==> config.mk <==
export PLATFORM = sky130hd
export DESIGN_NAME = mtest_pattern
export DESIGN_NICKNAME = d
export VERILOG_FILES = /design/src/rtl/mtp_pkg.sv /design/src/rtl/mtp_lfsr.sv /design/src/rtl/mtp_wr_path.sv /design/src/rtl/mtp_rd_check.sv /design/src/rtl/mtp_sat_counter.sv /design/src/rtl/mtest_pattern.sv
export SDC_FILE = /design/constraint.sdc
export NUM_CORES = 1
export LEC_CHECK = 0
export ABC_AREA = 1
export BUFFER_PORTS_ARGS = -buffer_cell sky130_fd_sc_hd__buf_2
export CAP_MARGIN = 20
export CORE_MARGIN = 2
export CORE_UTILIZATION = 60
export CTS_CLUSTER_DIAMETER = 80
export DETAILED_ROUTE_END_ITERATION = 10
export PLACE_DENSITY = 0.88
export SKIP_LAST_GASP = 1
export SYNTH_ARGS = -nofsm -noshare
export SYNTH_HDL_FRONTEND = slang
export SYNTH_SLANG_ARGS = --single-unit
==> constraint.sdc <==
create_clock -name clk -period 4.35 [get_ports clk]
set_input_delay 0.435 -clock clk [delete_from_list [all_inputs] [get_ports clk]]
set_output_delay 0.435 -clock clk [all_outputs]
set_load 0.03 [all_outputs]
==> src/rtl/mtp_pkg.sv <==
package mtp_pkg;

    localparam int unsigned WORD_W = 16;

    typedef logic [WORD_W-1:0] word_t;

    // One step of the fixed XNOR-feedback sequence (taps 15, 14, 12, 3).
    function automatic word_t pattern_step(input word_t s);
        return {s[WORD_W-2:0], ~(s[15] ^ s[14] ^ s[12] ^ s[3])};
    endfunction

    typedef struct packed {
        logic  valid;
        word_t data;
    } beat_t;

endpackage

==> src/rtl/mtp_lfsr.sv <==
module mtp_lfsr
    import mtp_pkg::*;
#(
    parameter word_t SEED = '0
) (
    input  logic  clk,
    input  logic  rst_n,
    input  logic  reseed,
    input  logic  advance,
    output word_t state
);

    typedef struct packed {
        word_t st;
    } lfsr_reg_t;

    lfsr_reg_t r_d, r_q;

    always_comb begin
        r_d = r_q;
        if (reseed) begin
            r_d.st = SEED;
        end else if (advance) begin
            r_d.st = pattern_step(r_q.st);
        end
    end

    always_ff @(posedge clk) begin
        if (!rst_n) begin
            r_q.st <= SEED;
        end else begin
            r_q <= r_d;
        end
    end

    assign state = r_q.st;

endmodule

==> src/rtl/mtp_wr_path.sv <==
module mtp_wr_path
    import mtp_pkg::*;
(
    input  logic  clk,
    input  logic  rst_n,
    input  logic  test_en,
    input  logic  in_valid,
    input  word_t in_data,
    input  word_t pattern,
    output logic  wr_valid,
    output word_t wr_data
);

    beat_t out_d, out_q;

    always_comb begin
        out_d       = out_q;
        out_d.valid = in_valid;
        if (in_valid) begin
            out_d.data = test_en ? pattern : in_data;
        end
    end

    always_ff @(posedge clk) begin
        if (!rst_n) begin
            out_q <= '0;
        end else begin
            out_q <= out_d;
        end
    end

    assign wr_valid = out_q.valid;
    assign wr_data  = out_q.data;

endmodule

==> src/rtl/mtp_rd_check.sv <==
module mtp_rd_check
    import mtp_pkg::*;
#(
    parameter word_t SEED = '0
) (
    input  logic  clk,
    input  logic  rst_n,
    input  logic  test_en,
    input  logic  rd_valid,
    input  word_t rd_data,
    output word_t expect_word,
    output logic  mismatch
);

    logic accept;

    assign accept = test_en & rd_valid;

    mtp_lfsr #(.SEED(SEED)) u_ref (
        .clk     (clk),
        .rst_n   (rst_n),
        .reseed  (~test_en),
        .advance (accept),
        .state   (expect_word)
    );

    always_comb begin
        mismatch = accept && (rd_data != expect_word);
    end

endmodule

==> src/rtl/mtp_sat_counter.sv <==
module mtp_sat_counter #(
    parameter int unsigned CNT_W = 64
) (
    input  logic             clk,
    input  logic             rst_n,
    input  logic             inc,
    output logic [CNT_W-1:0] count
);

    localparam logic [CNT_W-1:0] CNT_MAX = '1;
    localparam logic [CNT_W-1:0] CNT_ONE = {{(CNT_W-1){1'b0}}, 1'b1};

    logic [CNT_W-1:0] cnt_d, cnt_q;

    always_comb begin
        cnt_d = cnt_q;
        if (inc && (cnt_q != CNT_MAX)) begin
            cnt_d = cnt_q + CNT_ONE;
        end
    end

    always_ff @(posedge clk) begin
        if (!rst_n) begin
            cnt_q <= '0;
        end else begin
            cnt_q <= cnt_d;
        end
    end

    assign count = cnt_q;

endmodule

==> src/rtl/mtest_pattern.sv <==
module mtest_pattern
    import mtp_pkg::*;
#(
    parameter int unsigned CNT_W = 64,
    parameter word_t       SEED  = '0
) (
    input  logic             clk,
    input  logic             rst_n,
    input  logic             test_en,
    input  logic             in_valid,
    input  logic [15:0]      in_data,
    output logic             wr_valid,
    output logic [15:0]      wr_data,
    input  logic             rd_valid,
    input  logic [15:0]      rd_data,
    output logic [CNT_W-1:0] err_count
);

    word_t gen_state;
    word_t chk_state;
    logic  err_hit;

    mtp_lfsr #(.SEED(SEED)) u_gen (
        .clk     (clk),
        .rst_n   (rst_n),
        .reseed  (~test_en),
        .advance (test_en & in_valid),
        .state   (gen_state)
    );

    mtp_wr_path u_wr (
        .clk      (clk),
        .rst_n    (rst_n),
        .test_en  (test_en),
        .in_valid (in_valid),
        .in_data  (in_data),
        .pattern  (gen_state),
        .wr_valid (wr_valid),
        .wr_data  (wr_data)
    );

    mtp_rd_check #(.SEED(SEED)) u_chk (
        .clk         (clk),
        .rst_n       (rst_n),
        .test_en     (test_en),
        .rd_valid    (rd_valid),
        .rd_data     (rd_data),
        .expect_word (chk_state),
        .mismatch    (err_hit)
    );

    mtp_sat_counter #(.CNT_W(CNT_W)) u_cnt (
        .clk   (clk),
        .rst_n (rst_n),
        .inc   (err_hit),
        .count (err_count)
    );

endmodule

==> impl_metrics.toml <==
[yosys]
synth.most_common_cell = "sky130_fd_sc_hd__nand2_1"
syn_inst = 1110
synth-seq-cells = 113
synth_fa_ha_area_share_pct = 0.188
yosysWarnings = 0
synthTopCellsByCount = "sky130_fd_sc_hd__nand2_1, sky130_fd_sc_hd__nor2_1, sky130_fd_sc_hd__inv_1, sky130_fd_sc_hd__dfxtp_1, sky130_fd_sc_hd__a21oi_1"
synth_top_cell_by_area = "sky130_fd_sc_hd__dfxtp_1"
ys.flop_type = "sky130_fd_sc_hd__dfxtp_1"
synth_compound_gate_area_share_pct = 9.49
combinational_family_with_the_most_area_after_synthesis = "simple AND/OR/NAND/NOR gates"
share_of_async_settable_or_async_resettable_flops_after_synthesis_pct = 0
mappedNetlistNets = 1148
yosysUniqueCellTypes = 30
post_synth.cell_area_avg_um2 = 6.01
yosys.area_share.xor_xnor_pct = 5.51
post_synth_mux_area_share_pct = 0
most_area_consuming_cells_after_synthesis = "sky130_fd_sc_hd__dfxtp_1, sky130_fd_sc_hd__nand2_1, sky130_fd_sc_hd__nor2_1"
post-synth-top-area-fraction_pct = 33.9
synth_area_um2 = 6670
post_synth_and_or_nand_nor_area_fraction_pct = 40.7
synth-edff-count = 0
synth.yosys.seq_area_share_pct = 33.9

[global_route]
antenna_found_initial = 0
globalRouteOverflowTotal = 0
groute.usage.overall_pct = 31.7
pin_count_of_the_biggest_net_entering_global_routing = 71
vias_in_the_first_global_route = 6584
grt_first_pass_wirelength_mm = 30.0

[timing]
finalCritPeriodShare_pct = 57.3
finalSetupViolCount = 0
hold_viol_final = 0
totalNegativeSetupSlack_ns = 0
worstMarginPinSlew_ns = 1.06
setup_ws_ns = 1.86
max_freq_ghz = 0.401
min_period_ns = 2.49
grt_setup_unrepaired = "no"
worst_slew_margin_rel_pct = 29.2
slew_viol_final = 0
worst_slack_on_hold_paths_ns = 0.194
fin_skew_ns = 0.00831

[worst_setup_path]
critPathKind = "reg2reg"
r2r_setup_slack_ns = 1.86
cp_launch_type = "flip-flop"
crit_chain = "ha_1, inv_1, nor2_2, nand2_4, nor2_4, nand3_1, nor2_1, nor2_4, buf_4, nand2_1, nand2_1, nor2_1"
critPathMaxStageDelay_ns = 0.64
cp_data_arrival_time_ns = 2.88
critPathCaptureType = "flip-flop"
critPathSlowestCell = "sky130_fd_sc_hd__nor2_4"
cp_data_required_time_ns = 4.74
biggest_fanout_along_the_worst_timing_path = 37

[floorplanning]
num_rows = 38
initial_core_util_pct = 61.5
core_um2 = 10800
die_width_um = 109
io_pins = 118
die_height_um = 109
die_area_um2 = 12000

[finish]
seqCellArea_um2 = 2260
diodes = 0
design.final.nets = 1254
layout.filler_cells = 931
syn_to_final_growth_pct = 17.6
post_route_cells_drive_above_1_share_pct = 14.3
multi_input_area_um2 = 3740

[placement]
routabilityCongestion = 0.956
place_ws_ns = 1.72
dp_hpwl_mm = 12.9
place.port_buffers = 117

[pwr]
power_per_cell_area_nw_per_um2 = 342
switching_component_of_the_power_mw = 0.720
p_sw_share_pct = 26.8
pwr-share-clk_pct = 51.2
seq_power_share_pct = 40.5
p_comb_share_pct = 8.3
fin_total_pwr_mw = 2.69
internal_power_mw = 1.97
vdd_drop_max_uv = 257
power.leakage_nw = 3.42

[cts]
number_of_buffers_inserted_during_clock_tree_synthesis = 17
clock_latency_late_sink_ns = 0.52
clk_path_buf_depth = 2
cts-hold-fix-buffers = 0
clock-sinks = 113
cts_tree = "built"
path_clk_slew_ns = 0.06
cts_repair_resized_insts = 0
root_cell_of_the_clock_tree = "sky130_fd_sc_hd__clkbuf_8"
cts_post_setup_buffers_inserted = 0
htree_num_levels = 4

[outcome]
result_of_the_run = "finished, final reports clean"

[drt]
dr.first_iter.drc_count = 630
route.detailed.wl_per_inst_um = 13.3
detailedRoute.firstPassIterationCount = 5
route.vias.total = 7199
drt-vias-per-instance = 5.26
detail_route.drc_violations = 0
antenna_left = 0
wl_mm = 18.3

[min_path]
hold_path.class = "in2reg"

[run]
max-cap-violations = 0
==> logic make-up after synthesis <==
logic type | after synthesis
simple gates | 680
buf+inv | 162
xor+xnor | 42
compound gates | 112
flops | 113
fa+ha+maj | 1
==> power groups by stage <==
stage | Clock (mW) | Sequential [mW] | Combinational [mW]
6_report | 1.38 | 1.09 | 0.223
5_1_grt | 1.43 | 1.09 | 0.249
4_1_cts | 1.38 | 1.09 | 0.222
3_5_place_dp | 0 | 1.11 | 0.220
3_3_place_gp | 0 | 1.11 | 0.216
2_1_floorplan | 0 | 1.14 | 0.127
==> state kept, by name, summed over array words and instances, names as in the netlist <==
register and count:
u_gen.state 16, u_chk.u_ref.state 16, u_wr.wr_data 16, u_wr.wr_valid 1
u_cnt.count 64
==> worst max-delay path, delay by kind of cell (launching register included) <==
| family | cells | cell delay, ns |
|---|---|---|
| and+or+nand+nor | 9 | 1.23 |
| DFF | 1 | 0.34 |
| buffers and inverters | 2 | 0.53 |
| adders and majority gates | 1 | 0.24 |
==> area by class of cell <==
| cell class | instances | area share (%) |
|---|---|---|
| multi-input combinational | 835 | 47.6 |
| sequential | 113 | 28.8 |
| timing repair buffer | 119 | 7.66 |
| inverter | 130 | 6.22 |
| clock buffer | 18 | 5.45 |
| tap | 140 | 2.23 |
| clock inverter | 14 | 1.96 |
==> routing by layer <==
metal | GRT usage, % | routed length (um) | vias to the layer above
met5 | 0 | 0 | -
met2 | 52.4 | 8570 | 332
li1 | - | - | 3612
met1 | 39.8 | 7520 | 3205
met3 | 5.81 | 1490 | 50
met4 | 15.5 | 697 | 0
==> path summary, 6_finish.rpt <==
path         cells past startpoint         endpoint            from
max                             12  u_cnt.count[49]  u_cnt.count[0]
min                              3    u_wr.wr_valid        in_valid
max reg2reg                     12  u_cnt.count[49]  u_cnt.count[0]
min reg2reg                      2   u_gen.state[1]  u_gen.state[1]
==> stage by stage <==
stage / cells / instance area (um2) / utilization, %
2_1_floorplan: 1110 / 6670 / -
3_3_place_gp: 1337 / 7260 / 67.0
3_5_place_dp: 1337 / 7260 / 67.0
4_1_cts: 1369 / 7850 / 72.4
5_1_grt: 1369 / 7850 / 72.4
6_report: 1369 / 7850 / 72.4
==> cell usage in the layout, fill, tap and decap left out, drive strengths merged, types with 11 or more instances in the layout <==
cell type	Yosys	routed
clkbuf	18	18
a21oi	61	61
o21ai	23	23
inv	128	133
nor2	193	193
a211oi	15	15
nand3	16	16
nand2	453	453
xor2	19	19
dfxtp	113	113
xnor2	23	23
o211ai	11	11
buf	14	119
(Power assumes the default switching activity.)
